## src/rtl/vbs_pkg.sv

```systemverilog
package vbs_pkg;
  typedef enum logic [1:0] {
    VB_SCALAR = 2'b00,
    VB_HDR    = 2'b01,
    VB_LEN    = 2'b10,
    VB_RUN    = 2'b11
  } vb_state_e;
endpackage

```

## src/rtl/vbs_wr_check.sv

```systemverilog
module vbs_wr_check
  import vbs_pkg::*;
#(
  parameter int PTR_W = 8
) (
  input  vb_state_e          status_i,
  input  logic [PTR_W-1:0]   wdata_i,
  input  logic [PTR_W-1:0]   len_i,
  output logic               wr_ok_o
);
  logic in_range;

  always_comb begin
    in_range = (wdata_i < len_i);
    wr_ok_o  = (status_i == VB_RUN) && in_range;
  end
endmodule

```

## src/rtl/vbs_ptr_unit.sv

```systemverilog
module vbs_ptr_unit #(
  parameter int PTR_W = 8
) (
  input  logic             clk_i,
  input  logic             rst_ni,
  input  logic             adv_en_i,
  input  logic             op_is32_i,
  input  logic             load_i,
  input  logic [PTR_W-1:0] wdata_i,
  input  logic [PTR_W-1:0] len_i,
  output logic [PTR_W-1:0] ptr_o,
  output logic             end_o
);
  localparam int AW = PTR_W + 1;

  logic [PTR_W-1:0] ptr_q;
  logic [AW-1:0]    adv;
  logic [AW-1:0]    step;

  always_comb begin
    step  = op_is32_i ? AW'(2) : AW'(1);
    adv   = {1'b0, ptr_q} + step;
    end_o = adv_en_i && (adv >= {1'b0, len_i});
  end

  always_ff @(posedge clk_i or negedge rst_ni) begin
    if (!rst_ni)        ptr_q <= '0;
    else if (load_i)    ptr_q <= wdata_i;
    else if (end_o)     ptr_q <= '0;
    else if (adv_en_i)  ptr_q <= adv[PTR_W-1:0];
  end

  assign ptr_o = ptr_q;

  assert_adv_step_R5: assert property (@(posedge clk_i) disable iff (!rst_ni)
    (adv_en_i && !end_o && !load_i) |=> (ptr_q == $past(adv[PTR_W-1:0])));

  assert_end_zero_R6: assert property (@(posedge clk_i) disable iff (!rst_ni)
    (end_o && !load_i) |=> (ptr_q == '0));
endmodule

```

## src/rtl/vbs_status_fsm.sv

```systemverilog
module vbs_status_fsm
  import vbs_pkg::*;
(
  input  logic      clk_i,
  input  logic      rst_ni,
  input  logic      blk_start_i,
  input  logic      len_vld_i,
  input  logic      ctx_vld_i,
  input  logic      trap_ret_i,
  input  logic      end_i,
  input  logic      len_zero_i,
  output vb_state_e status_o,
  output logic      exit_o
);
  vb_state_e st_q, st_d;
  logic      exit_q;

  always_comb begin
    st_d = st_q;
    unique case (st_q)
      VB_SCALAR: if (blk_start_i) st_d = VB_HDR;
      VB_HDR:    if (len_vld_i)   st_d = VB_LEN;
      VB_LEN:    if (ctx_vld_i)   st_d = len_zero_i ? VB_SCALAR : VB_RUN;
      VB_RUN: begin
        if (trap_ret_i)  st_d = VB_LEN;
        else if (end_i)  st_d = VB_SCALAR;
      end
      default: st_d = VB_SCALAR;
    endcase
  end

  always_ff @(posedge clk_i or negedge rst_ni) begin
    if (!rst_ni) begin
      st_q   <= VB_SCALAR;
      exit_q <= 1'b0;
    end else begin
      st_q   <= st_d;
      exit_q <= (st_q != VB_SCALAR) && (st_d == VB_SCALAR);
    end
  end

  assign status_o = st_q;
  assign exit_o   = exit_q;

  assert_scalar_to_hdr_R2: assert property (@(posedge clk_i) disable iff (!rst_ni)
    (st_q == VB_SCALAR) |=> (st_q == VB_SCALAR || st_q == VB_HDR));

  assert_run_from_len_R4: assert property (@(posedge clk_i) disable iff (!rst_ni)
    (st_q == VB_HDR) |=> (st_q != VB_RUN));
endmodule

```

## src/rtl/vblk_seq_top.sv

```systemverilog
module vblk_seq_top
  import vbs_pkg::*;
#(
  parameter int PTR_W = 8,
  parameter int HDR_W = 12
) (
  input  logic             clk_i,
  input  logic             rst_ni,
  input  logic             blk_start_i,
  input  logic [HDR_W-1:0] hdr_i,
  input  logic             len_vld_i,
  input  logic [PTR_W-1:0] len_i,
  input  logic             ctx_vld_i,
  input  logic             op_done_i,
  input  logic             op_is32_i,
  input  logic             csr_wr_i,
  input  logic [PTR_W-1:0] csr_wdata_i,
  input  logic             trap_ret_i,
  output logic [1:0]       status_o,
  output logic [PTR_W-1:0] ptr_o,
  output logic             ctx_valid_o,
  output logic             illegal_o,
  output logic             blk_exit_o,
  output logic [HDR_W-1:0] hdr_o,
  output logic [PTR_W-1:0] len_o
);
  vb_state_e        status;
  logic [HDR_W-1:0] hdr_q;
  logic [PTR_W-1:0] len_q;
  logic [PTR_W-1:0] ptr;
  logic             illegal_q;
  logic             wr_ok, load, adv_en, blk_end, run;

  assign run    = (status == VB_RUN);
  assign load   = csr_wr_i && wr_ok;
  // the write is itself the retiring instruction, and a trap return pre-empts it
  assign adv_en = run && op_done_i && !csr_wr_i && !trap_ret_i;

  vbs_wr_check #(.PTR_W(PTR_W)) u_wr_check (
    .status_i (status),
    .wdata_i  (csr_wdata_i),
    .len_i    (len_q),
    .wr_ok_o  (wr_ok)
  );

  vbs_ptr_unit #(.PTR_W(PTR_W)) u_ptr (
    .clk_i     (clk_i),
    .rst_ni    (rst_ni),
    .adv_en_i  (adv_en),
    .op_is32_i (op_is32_i),
    .load_i    (load),
    .wdata_i   (csr_wdata_i),
    .len_i     (len_q),
    .ptr_o     (ptr),
    .end_o     (blk_end)
  );

  vbs_status_fsm u_fsm (
    .clk_i       (clk_i),
    .rst_ni      (rst_ni),
    .blk_start_i (blk_start_i),
    .len_vld_i   (len_vld_i),
    .ctx_vld_i   (ctx_vld_i),
    .trap_ret_i  (trap_ret_i),
    .end_i       (blk_end),
    .len_zero_i  (len_q == '0),
    .status_o    (status),
    .exit_o      (blk_exit_o)
  );

  always_ff @(posedge clk_i or negedge rst_ni) begin
    if (!rst_ni) begin
      hdr_q     <= '0;
      len_q     <= '0;
      illegal_q <= 1'b0;
    end else begin
      if (status == VB_SCALAR && blk_start_i) hdr_q <= hdr_i;
      if (status == VB_HDR && len_vld_i)      len_q <= len_i;
      illegal_q <= csr_wr_i && !wr_ok;
    end
  end

  assign status_o    = status;
  assign ptr_o       = ptr;
  assign ctx_valid_o = run;
  assign illegal_o   = illegal_q;
  assign hdr_o       = hdr_q;
  assign len_o       = len_q;

  assert_ptr_in_range_R5: assert property (@(posedge clk_i) disable iff (!rst_ni)
    run |-> (ptr < len_q));

  assert_bad_wr_frozen_R8: assert property (@(posedge clk_i) disable iff (!rst_ni)
    (csr_wr_i && !wr_ok && !op_done_i && !trap_ret_i) |=> ($stable(ptr) && $stable(status)));

  assert_wr_out_of_run_R9: assert property (@(posedge clk_i) disable iff (!rst_ni)
    (csr_wr_i && status != VB_RUN) |=> illegal_o);

  assert_trap_keeps_ptr_R10: assert property (@(posedge clk_i) disable iff (!rst_ni)
    (trap_ret_i && run && !csr_wr_i) |=> (status == VB_LEN && $stable(ptr)));

  assert_exit_clean_R6: assert property (@(posedge clk_i) disable iff (!rst_ni)
    blk_exit_o |-> (status == VB_SCALAR && ptr == '0 && !ctx_valid_o));
endmodule

```

## config.mk

```make
export PLATFORM = sky130hd
export DESIGN_NAME = vblk_seq_top
export DESIGN_NICKNAME = d
export VERILOG_FILES = /design/src/rtl/vbs_pkg.sv /design/src/rtl/vbs_wr_check.sv /design/src/rtl/vbs_ptr_unit.sv /design/src/rtl/vbs_status_fsm.sv /design/src/rtl/vblk_seq_top.sv
export SDC_FILE = /design/constraint.sdc
export NUM_CORES = 1
export LEC_CHECK = 0
export BUFFER_PORTS_ARGS = -buffer_cell sky130_fd_sc_hd__buf_2
export CAP_MARGIN = 0
export CORE_ASPECT_RATIO = 1.4
export CORE_UTILIZATION = 52
export CTS_BUF_LIST = sky130_fd_sc_hd__clkbuf_8
export DETAILED_ROUTE_END_ITERATION = 7
export GPL_TIMING_DRIVEN = 0
export MAX_ROUTING_LAYER = met4
export PLACE_DENSITY = 0.81
export SYNTH_ARGS = -nofsm -noshare
export SYNTH_HDL_FRONTEND = slang
export SYNTH_SLANG_ARGS = --single-unit
```

## constraint.sdc

```tcl
create_clock -name clk_i -period 4.19 [get_ports clk_i]
set_clock_uncertainty 0.2 [all_clocks]
set_input_delay 0.838 -clock clk_i [delete_from_list [all_inputs] [get_ports clk_i]]
set_output_delay 0.838 -clock clk_i [all_outputs]
set_load 0.03 [all_outputs]
```

# After elaboration in Yosys (flattened, before gate mapping)
# Index checks and enable logic that the tools add are counted.
[classes] n_addsub=1 n_eq_ne=3 muxes=11 reduce_logical=18 order_cmp=2
[ops] cell="$mux W8" count=3
[ops] cell="$mux W2" count=7
[ops] cell="$logic_and A1 B1 Y1" count=10
[ops] cell="$add A8 B9 Y9" count=1
[ops] cell="$ge A9 B8 Y1" count=1
[ops] cell="$logic_not A8 Y1" count=1
[ops] cell="$lt A8 B8 Y1" count=1
[ops] cell="$pmux W2 S4" count=1
[ops] cell="$eq A2 B2 Y1 const B" count=2
[ops] cell="$logic_not A2 Y1" count=2
[ops] cell="$logic_not A1 Y1" count=3
[ops] cell="$reduce_bool A3 Y1" count=1
[ops] cell="$eq A2 B1 Y1 const B" count=1
[ops] cell="$reduce_bool A2 Y1" count=1
[word_totals] output_inout_bits=33 register_bits=32

# Longest topological paths before layout
# Gate-level depths: netlist (run 1).
[depth] word_depth=10 mapped_depth=13 ltp_nobuf=12

# By module
# Synthesis (run 1) repeated with hierarchy kept, for this count alone.
[hier_totals] hier_cells=184 hier_area_um2=1969.4
[modules_own_cells] mod="vblk_seq_top" cells_each=52 area_each_um2=834.6 n_inst=1
[modules_own_cells] mod="vbs_ptr_unit" cells_each=90 area_each_um2=788.3 n_inst=1
[modules_own_cells] mod="vbs_wr_check" cells_each=26 area_each_um2=185.2 n_inst=1
[modules_own_cells] mod="vbs_status_fsm" cells_each=16 area_each_um2=161.4 n_inst=1

# Worst setup path before layout (run 1)
# No wires, ideal clock.
[synth_path] path_type="input port to flip-flop" start="input port op_is32_i" end="register u_ptr.ptr_q[2] (netlist: u_ptr.ptr_o[2])" slack_ns=0.587 t_required_ns=3.908 cell_stages=13 arrival_ns=3.321 setup_time_ns=0.082 path_cell_list="inv_1 ha_1 fa_1 and3_2 nand3_1 xnor2_1 ha_1 a21o_1 a221o_1 a41oi_2 buf_6 nand4_1 a31oi_1"
[synth_via] elab_chain_len=6 word_cells_on_any_way=8 classes_between="add/sub: 1; order compare: 1; mux: 4; reduce/logical: 2"
[synth_lines] item="start, declared" line="vblk_seq_top.sv:15" rtl="input logic op_is32_i,"
[synth_lines] item="$mux W2 *" line="vbs_ptr_unit.sv:21" rtl="step = op_is32_i ? AW'(2) : AW'(1);"
[synth_lines] item="$add A8 B9 Y9 *" line="vbs_ptr_unit.sv:22" rtl="adv = {1'b0, ptr_q} + step;"
[synth_lines] item="$ge A9 B8 Y1" line="vbs_ptr_unit.sv:23" rtl="end_o = adv_en_i && (adv >= {1'b0, len_i});"
[synth_lines] item="$logic_and A1 B1 Y1" line="vbs_ptr_unit.sv:23"
[synth_lines] item="$mux W8" line="vbs_ptr_unit.sv:29" rtl="else if (end_o) ptr_q <= '0;"
[synth_lines] item="$mux W8" line="vbs_ptr_unit.sv:28" rtl="else if (load_i) ptr_q <= wdata_i;"
[synth_lines] item="end signal, assigned" line="vbs_ptr_unit.sv:28"
[synth_lines] item="end signal, assigned" line="vbs_ptr_unit.sv:30" rtl="else if (adv_en_i) ptr_q <= adv[PTR_W-1:0];"
[synth_lines] item="end, declared" line="vbs_ptr_unit.sv:16" rtl="logic [PTR_W-1:0] ptr_q;"
# Mark *: on every way between the ends. The rest lies on a longest branch, timed or not. The select of a mux whose other input is x is not followed.
# A chain may end at the register's enable or synchronous reset.

# Final worst setup path (run 1)
[layout_path] start="input port op_is32_i" end="register u_ptr.ptr_q[1] (netlist: u_ptr.ptr_o[1])"
# The elaborated chain is that of the path after synthesis.

==> results.cfg, run 1 <==
[run_status]
run_status = finished, final reports clean

[place]
placedInstanceArea_um2 = 2370
numPortBuffers = 69
place.gp.congestion = 0.876
post-place-ws_ps = 183
place.detailed.hpwl_um = 3670

[global_route]
global_route.overflow_total = 0
grt_first_pass_wirelength_um = 7360
first_global_vias = 1743
global_router_s_overall_resource_usage_pct = 26.1
antenna_found_initial = 0
grt_start_max_net_pins = 33

[sta]
setup_viol = 0
rsz0062_at_grt = false
worst_pin_slew_ps = 713
report.final.slew_viol_count = 0
max_slew_margin_pct = 52.5
final.period_utilization_pct = 89.1
setup_tns_after_final_layout_ps = 0
report.final.hold_viol_count = 0
maxClockFrequency_ghz = 0.268
setup_ws_ps = 457
timing.final.crit_period_ps = 3730

[logic_synthesis]
syn_nets = 244
dominant_combinational_cell_family_by_area_after_synthesis = simple AND/OR/NAND/NOR gates
synth_cell_type_count = 44
synthCells = 189
synthXorXnorAreaFrac_pct = 2.22
synthesis_stage_register_bit_count = 32
yosys_most_used_dff = sky130_fd_sc_hd__dfrtp_1
muxShareOfSynthArea_pct = 11.4
async_flop_share_pct = 100
yosys.area_share.adder_pct = 11.8
post-synth-top-area-fraction_pct = 40.5
synth_compound_area_share_pct = 11.8
synth_simple_gate_area_share_pct = 17.4
synth_area_leaders = sky130_fd_sc_hd__dfrtp_1 (41%), sky130_fd_sc_hd__mux2_2 (11%), sky130_fd_sc_hd__ha_1 (11%)
synth_top_cell_by_area = sky130_fd_sc_hd__dfrtp_1
netlist_area_um2 = 1980
synth_edf_count = 0
yosys_warnings = 0
syn_area_per_cell_um2 = 10.5
yosysSeqAreaShare_pct = 40.5

[pwr]
share_seq_of_total_power_pct = 26.3
cellLeakagePower_uw = 0.00120
internal_power_uw = 1100
combPwrFrac_pct = 62.6
power.ir.vdd_worst_v = 0.000602
power_switching_share_pct = 49.1
switching_component_of_the_power_uw = 1060
pwr_density_cell_nw_per_um2 = 879
power.clock.fraction_pct = 11.1
power.total_uw = 2160

[critical_path]
worst_setup_path_end_kind = register
critical_path.startpoint = op_is32_i
worstSetupStartpointType = input port
critical_path_required_time_ps = 4200
critical_path.max_fanout = 10
r2r_start = u_ptr.ptr_o[0]
cp_data_arrival_time_ps = 3740
worst-setup-path-type = input port to register

[clock_tree]
post_cts.resized_instances = 0
clock_insertion_delay_worst_skew_ps = 290
cts_tree = yes
clockRootBuffer = sky130_fd_sc_hd__clkbuf_8
postCtsSetupBuffers = 0
htree_num_levels = 2
clk_pin_slew_ps = 70
post_cts_hold_buffer_count = 0
cts.sinks = 32
cts_made_buffers = 5
clockBufferDepth = 2

[flow_run]
maxCapViolations = 0

[floorplanning]
ios = 70
coreArea_um2 = 3640
initial_core_util_pct = 54.2
dieWidth_um = 54.1
die_height_um = 74.9
design.die.area_um2 = 4050
floorplan.rows = 26

[drt]
number_of_drc_violations_after_detailed_routing_iteration_0 = 51
drc = 0
avgViaCountPerCell = 5.72
drtPass1Iterations = 4
num_vias = 1762
ant_nets = 0
routed_wl_um = 4660
wl_per_cell_um = 15.1

[worst_hold_path]
worstHoldPathType = register to register
min_from = hdr_o[3]

[finish]
nNetsFinal = 320
final.fill_count = 318
final_design_area_no_fill_um2 = 2460
area_growth_syn_to_layout_pct = 24.6
post_route_cells_drive_above_1_share_pct = 41.7
num_antenna_cells = 0
[worst paths after layout]
check                           slack, ps        endpoint  cells past startpoint
min in group asynchronous             400        len_o[2]                      1
worst max register to register        780  u_ptr.ptr_o[1]                     12
worst min register to register        300        hdr_o[3]                      1
worst max-delay path                  460  u_ptr.ptr_o[1]                     14
max in group asynchronous            2930        len_o[4]                      1
worst min-delay path                  300        hdr_o[3]                      1
[synthesized netlist by cell type (4+ instances only)]
cell type and n:
sky130_fd_sc_hd__nor2b_1 4, sky130_fd_sc_hd__a31oi_1 10, sky130_fd_sc_hd__nand4_1 7, sky130_fd_sc_hd__mux2_2 20, sky130_fd_sc_hd__nor3_1 6, sky130_fd_sc_hd__dfrtp_1 32
sky130_fd_sc_hd__inv_1 11, sky130_fd_sc_hd__nand2_1 13, sky130_fd_sc_hd__a21oi_1 6, sky130_fd_sc_hd__nor2_1 11, sky130_fd_sc_hd__nand3_1 4, sky130_fd_sc_hd__xnor2_1 4
sky130_fd_sc_hd__ha_1 17
[logic make-up after synthesis]
family,Yosys count
muxes,20
xor gates and xnor gates,5
adders and majority gates,18
AOI/OAI and AO/OA,32
buffers and inverters,18
and+or+nand+nor,64
DFF,32
[final cells by class]
class                      instances  area (µm²)  share of cell area [%]
multi-input combinational        139        1080                    43.9
sequential                        32         801                    32.5
timing repair buffer              69         345                    14.0
clock buffer                       5        68.8                    2.79
buffer                             7        53.8                    2.18
tap                               42        52.6                    2.13
inverter                          11        41.3                    1.68
clock inverter                     3        20.0                   0.813
[registers in the layout (all words and copies together) (netlist names)]
name / cells
u_fsm.exit_o: 1
illegal_o: 1
u_fsm.status_o: 2
len_o: 8
hdr_o: 12
u_ptr.ptr_o: 8
[worst max-delay path, cell delays in order]
cell                      delay (ps)
sky130_fd_sc_hd__buf_2           120
sky130_fd_sc_hd__inv_1            50
sky130_fd_sc_hd__ha_1            210
sky130_fd_sc_hd__fa_1            440
sky130_fd_sc_hd__and3_2          220
sky130_fd_sc_hd__nand3_1         140
sky130_fd_sc_hd__xnor2_1         140
sky130_fd_sc_hd__ha_1            260
sky130_fd_sc_hd__a21o_1          180
sky130_fd_sc_hd__a221o_1         350
sky130_fd_sc_hd__a41oi_2         310
sky130_fd_sc_hd__buf_6           190
sky130_fd_sc_hd__nand4_1         100
sky130_fd_sc_hd__a31oi_1         180
[placed cells by master, fill, tap and decap left out, types with 2 or more instances in the layout]
cell,instances
sky130_fd_sc_hd__nand2b_1,2
sky130_fd_sc_hd__nand4_1,7
sky130_fd_sc_hd__nor3_1,6
sky130_fd_sc_hd__a22oi_1,3
sky130_fd_sc_hd__dfrtp_1,32
sky130_fd_sc_hd__inv_1,12
sky130_fd_sc_hd__and3_1,2
sky130_fd_sc_hd__nor2_1,11
sky130_fd_sc_hd__o21ai_0,3
sky130_fd_sc_hd__nor4_1,2
sky130_fd_sc_hd__or2_2,2
sky130_fd_sc_hd__nand2_1,13
sky130_fd_sc_hd__nor2b_1,4
sky130_fd_sc_hd__a21oi_1,6
sky130_fd_sc_hd__nor3b_1,2
sky130_fd_sc_hd__clkbuf_8,6
sky130_fd_sc_hd__buf_2,70
sky130_fd_sc_hd__xnor2_1,4
sky130_fd_sc_hd__a31oi_1,10
sky130_fd_sc_hd__and3_2,2
sky130_fd_sc_hd__ha_1,17
sky130_fd_sc_hd__and2_1,2
sky130_fd_sc_hd__buf_6,2
sky130_fd_sc_hd__nand3_1,4
sky130_fd_sc_hd__mux2_2,20
sky130_fd_sc_hd__clkbuf_1,2
[power groups by stage]
stage / Clock, µW / Sequential [µW] / Combinational (µW)
3_5_place_dp: 0 / 572 / 1350
4_1_cts: 245 / 567 / 1360
5_1_grt: 254 / 590 / 1470
3_3_place_gp: 0 / 567 / 1310
6_report: 240 / 568 / 1360
2_1_floorplan: 0 / 838 / 723
[stage by stage]
step	hold slack, ps	std cells	utilization, %
finish	303	308	67.6
global route	325	308	67.6
CTS	312	308	67.6
detailed placement	290	300	65.1
global placement	285	300	65.1
floorplan	342	189	-
[layer usage]
layer	track usage, %	part of all wire (%)
met2	45.3	52
met1	27.3	40
met5	-	0
met4	12.8	2.9
met3	5.25	5.2
(Power assumes the default switching activity.)
==> run 2, diff against run 1 <==
==> constraint.sdc (replaced) <==
create_clock -name clk_i -period 4.19 [get_ports clk_i]
set_clock_uncertainty 0.2 [all_clocks]
set_input_delay 0.2095 -clock clk_i [delete_from_list [all_inputs] [get_ports clk_i]]
set_output_delay 0.2095 -clock clk_i [all_outputs]
set_load 0.03 [all_outputs]
==> run 2 against run 1 <==
  * Hold slack got worse by 290 ps
  * Global-route usage rose by 3.0 points
  * Via count up 5.1%
  * Fmax fell by 5.6%
  * Total power rose by 2.2%
  * Final cell count is 8.1% higher
  * Sequential power is 0.7% higher
==> results.cfg, run 2 (synthesized netlist as in run 1, its figures left out) <==
[place]
place.detailed.hpwl_um = 3670
place.gp.congestion = 0.876
numPortBuffers = 69
post-place-ws_ps = 812

[finish]
nNetsFinal = 345
area_growth_syn_to_layout_pct = 37.3
area_occupied_by_registers_um2 = 801
layout.cells.most_common = sky130_fd_sc_hd__buf_2
final_core_util_pct = 74.5
final.fill_count = 281
footprint_of_the_multi_input_gates_um2 = 1080
num_antenna_cells = 0
post_route_cells_drive_above_1_share_pct = 38.1
final_cell_mix = sky130_fd_sc_hd__buf_2 (70), sky130_fd_sc_hd__dfrtp_1 (32), sky130_fd_sc_hd__dlygate4sd3_1 (25)
max_reg_flops = 12

[floorplanning]
ios = 70
design.die.area_um2 = 4050
dieWidth_um = 54.1
coreArea_um2 = 3640
die_height_um = 74.9
initial_core_util_pct = 54.2
floorplan.rows = 26

[worst_hold_path]
worstHoldPathCells = 3
worstHoldPathType = input port to register

[critical_path]
cpMaxStageDelayCell = sky130_fd_sc_hd__dlygate4sd3_1
critical_path.max_fanout = 5
path_common_cell = sky130_fd_sc_hd__ha_1
critical_path.startpoint = u_ptr.ptr_o[0]
r2r_start = u_ptr.ptr_o[0]
worst-setup-path-type = register to register
critical_path_required_time_ps = 4220
regToRegEndpoint = u_fsm.status_o[0]
cp_data_arrival_time_ps = 3980
reg2reg_depth = 12
critical_path_sink = u_fsm.status_o[0]
reg2reg_setup_slack_ps = 240
critical_path.cell_chain = ha_1, fa_1, and3_2, nand3_1, xnor2_1, ha_1, a21o_1, a221o_1, a41oi_2, a21oi_1, o32ai_1, dlygate4sd3_1
worstSetupStartpointType = register
slowest_delay_ps = 590
worst_setup_path_end_kind = register

[clock_tree]
clockRootBuffer = sky130_fd_sc_hd__clkbuf_8
post_cts.resized_instances = 0
cts.sinks = 32
clock_insertion_delay_worst_skew_ps = 290
cts_tree = yes
htree_num_levels = 2
clockBufferDepth = 2
clk_pin_slew_ps = 80
cts_made_buffers = 5

[sta]
report.final.hold_viol_count = 0
report.final.slew_viol_count = 0
setup_tns_after_final_layout_ps = 0
worst_pin_slew_ps = 705
final.period_utilization_pct = 94.3
rsz0062_at_grt = false
setup_viol = 0
maxClockFrequency_ghz = 0.253
max_slew_margin_pct = 53.0
timing.final.crit_period_ps = 3950
setup_ws_ps = 238

[drt]
avgViaCountPerCell = 5.56
drtPass1Iterations = 4
wl_per_cell_um = 15.6
number_of_drc_violations_after_detailed_routing_iteration_0 = 44
ant_nets = 0
routed_wl_um = 5180
num_vias = 1852
drc = 0

[pwr]
power.ir.vdd_worst_v = 0.000614
pwr_density_cell_nw_per_um2 = 815
cellLeakagePower_uw = 0.00130

[global_route]
global_router_s_overall_resource_usage_pct = 29.1
grt_first_pass_wirelength_um = 8160
antenna_found_initial = 0
global_route.overflow_total = 0
grt_start_max_net_pins = 33
first_global_vias = 1879

[flow_run]
maxCapViolations = 0

[run_status]
run_status = finished, final reports clean
run 2: worst min-delay path by stage:
stage / slack (ps) / from / endpoint
2_1_floorplan: -290 / rst_ni / hdr_o[0]
3_3_place_gp: 100 / rst_ni / u_ptr.ptr_o[0]
3_5_place_dp: 100 / rst_ni / u_ptr.ptr_o[0]
4_1_cts: 8 / csr_wdata_i[3] / u_ptr.ptr_o[3]
5_1_grt: 10 / csr_wdata_i[0] / u_ptr.ptr_o[0]
6_report: 9 / csr_wdata_i[0] / u_ptr.ptr_o[0]
run 2: final cells by class:
cell class	instances	share of cell area, %
buffer	7	1.98
clock buffer	5	2.54
clock inverter	3	0.738
inverter	11	1.52
multi-input combinational	139	39.8
sequential	32	29.5
tap	42	1.94
timing repair buffer	94	22.0
run 2: repair_timing:
| item | in CTS | in global routing |
|---|---|---|
| endpoints found under the hold margin | 55 | 0 |
| setup buffers | 0 | 0 |
| hold buffers | 25 | 0 |
run 2: metal layers:
layer | vias to the layer above | routed length (µm) | global-route usage, %
met1 | 874 | 2040 | 30.2
met4 | 0 | 142 | 12.8
met3 | 15 | 232 | 5.25
met5 | - | 0 | -
met2 | 75 | 2770 | 52.0
li1 | 888 | - | -
run 2: power breakdown:
part           total, µW  leakage (µW)  switching, µW  internal, µW
clock                244     0.0000455            128           116
sequential           572      0.000371            120           452
combinational       1400      0.000887            839           556
run 2: per-stage QoR:
step / total power (µW) / hold slack, ps / instances / area, µm²
5_1_grt: 2350 / 13.2 / 333 / 2710
4_1_cts: 2200 / 7.73 / 333 / 2710
3_3_place_gp: 1870 / 97.6 / 300 / 2370
6_report: 2210 / 8.59 / 333 / 2710
3_5_place_dp: 1920 / 100 / 300 / 2370
2_1_floorplan: 1560 / -286 / 189 / 1980
run 2: critical path, delay by kind of cell (launching register included):
kind | cells | cell delay [ps]
xor+xnor | 1 | 140
flops | 1 | 400
simple gates | 2 | 360
fa+ha+maj | 3 | 920
compound gates | 5 | 1290
buf+inv | 1 | 590
==> run 3, diff against run 2 <==
Settings changed: RECOVER_POWER from default to 100.
==> run 3 against run 2 <==
  * The run now ends with max-capacitance violations, max-slew violations left
  * Die area unchanged
  * Design area decreased by 2.1%
  * Non-clock buffer count is the same
  * Fmax increased by 0.47%
  * Count of clock-buffer cells in the layout did not move
  * Largest power group unchanged
==> results.cfg, run 3 (synthesized netlist as in run 1, its figures left out) <==
[pwr]
power.total_uw = 2140
cellLeakagePower_uw = 0.00120
switching_component_of_the_power_uw = 1090
pwr_density_cell_nw_per_um2 = 805
combPwrFrac_pct = 61.7
power.ir.vdd_worst_v = 0.000600
power_switching_share_pct = 50.8
share_seq_of_total_power_pct = 26.9
internal_power_uw = 1050
power.clock.fraction_pct = 11.5

[global_route]
grt_start_max_net_pins = 33
antenna_found_initial = 0
grt_first_pass_wirelength_um = 8160
global_router_s_overall_resource_usage_pct = 29.1
global_route.overflow_total = 0
first_global_vias = 1879

[sta]
report.final.slew_viol_count = 33
report.final.hold_viol_count = 0
rsz0062_at_grt = false
holdWs_ps = 8.58
maxClockFrequency_ghz = 0.254
final.period_utilization_pct = 93.9
setup_viol = 0
setup_tns_after_final_layout_ps = 0
worst_pin_slew_ps = 1710
max_slew_margin_pct = -14.3
timing.final.crit_period_ps = 3930

[place]
place.detailed.hpwl_um = 3670
place.gp.congestion = 0.876
numPortBuffers = 69

[critical_path]
cpMaxStageDelayCell = sky130_fd_sc_hd__dlygate4sd3_1
cp_data_arrival_time_ps = 3960
worstSetupStartpointType = register
critical_path.cell_chain = ha_1, fa_1, and3_2, nand3_1, xnor2_1, ha_1, a21o_1, a221o_1, a41oi_2, a21oi_1, o32ai_1, dlygate4sd3_1
slowest_delay_ps = 590
worst_setup_path_end_kind = register
critical_path_required_time_ps = 4220
path_common_cell = sky130_fd_sc_hd__ha_1
reg2reg_setup_slack_ps = 260
critical_path.max_fanout = 5
worst-setup-path-type = register to register

[finish]
nNetsFinal = 345
area_growth_syn_to_layout_pct = 34.4
final_cell_mix = sky130_fd_sc_hd__clkbuf_1 (38), sky130_fd_sc_hd__buf_2 (35), sky130_fd_sc_hd__dfrtp_1 (32)
final.fill_count = 291
footprint_of_the_multi_input_gates_um2 = 1070
area_occupied_by_registers_um2 = 801
layout.cells.most_common = sky130_fd_sc_hd__clkbuf_1
max_reg_flops = 12
num_antenna_cells = 0
post_route_cells_drive_above_1_share_pct = 25.4

[drt]
wl_per_cell_um = 15.6
routed_wl_um = 5190
avgViaCountPerCell = 5.55
ant_nets = 0
num_vias = 1848
drtPass1Iterations = 4
drc = 0
number_of_drc_violations_after_detailed_routing_iteration_0 = 44

[flow_run]
maxCapViolations = 1

[floorplanning]
coreArea_um2 = 3640
ios = 70
dieWidth_um = 54.1
floorplan.rows = 26
initial_core_util_pct = 54.2
die_height_um = 74.9
design.die.area_um2 = 4050

[clock_tree]
htree_num_levels = 2
clk_pin_slew_ps = 80
cts_tree = yes
clock_insertion_delay_worst_skew_ps = 290
cts.sinks = 32
post_cts.resized_instances = 0
clockRootBuffer = sky130_fd_sc_hd__clkbuf_8
clockBufferDepth = 2
cts_made_buffers = 5

[run_status]
run_status = finished with violations
failed_checks = max-capacitance violations, max-slew violations

[worst_hold_path]
worstHoldPathType = input port to register
==> run 3: cell type report <==
type / instances / area share [%]
buffer: 7 / 1.70
clock buffer: 5 / 2.59
clock inverter: 3 / 0.754
inverter: 11 / 1.56
multi-input combinational: 139 / 40.4
sequential: 32 / 30.2
tap: 42 / 1.98
timing repair buffer: 94 / 20.8
==> run 3: worst max-delay path, delay by kind of cell, from the launching register on <==
kind | cells | cell delay, ps
simple gates | 2 | 360
buf+inv | 1 | 590
fa+ha+maj | 3 | 920
compound gates | 5 | 1270
xor+xnor | 1 | 140
flops | 1 | 400
==> run 3: power groups by stage <==
stage / logic, µW / clock network (µW) / registers, µW
after floorplan: 723 / 0 / 838
after global placement: 1310 / 0 / 567
after detailed placement: 1350 / 0 / 572
after CTS: 1380 / 245 / 567
after global routing: 1430 / 255 / 596
final: 1320 / 245 / 575
==> run 3: final timing paths <==
kind / cells after the start / from / end
hold reg to reg: 1 / hdr_o[11] / hdr_o[11]
min in group asynchronous: 2 / rst_ni / u_ptr.ptr_o[3]
hold / removal: 3 / csr_wdata_i[0] / u_ptr.ptr_o[0]
setup / recovery: 12 / u_ptr.ptr_o[0] / u_fsm.status_o[0]
max in group asynchronous: 2 / rst_ni / len_o[7]
setup reg to reg: 12 / u_ptr.ptr_o[0] / u_fsm.status_o[0]
==> run 3: repair_timing <==
action | CTS | global route
setup endpoints to repair | 0 | 0
hold buffers | 25 | 0
setup buffers | 0 | 0
endpoints found under the hold margin | 55 | 0
==> run 3: metrics by stage <==
step,cell area [µm²],instances,util [%],worst slack [ps]
after floorplan,1980,189,-,917
after global routing,2660,333,72.9,103
after global placement,2370,300,65.1,847
after CTS,2710,333,74.5,285
after detailed placement,2370,300,65.1,812
final,2660,333,72.9,256
==> run 3: metal layers <==
metal / vias up / track usage [%] / wire length (µm)
li1: 888 / - / -
met1: 874 / 30.2 / 2020
met2: 73 / 52.0 / 2790
met3: 13 / 5.25 / 243
met4: 0 / 12.8 / 136
met5: - / - / 0
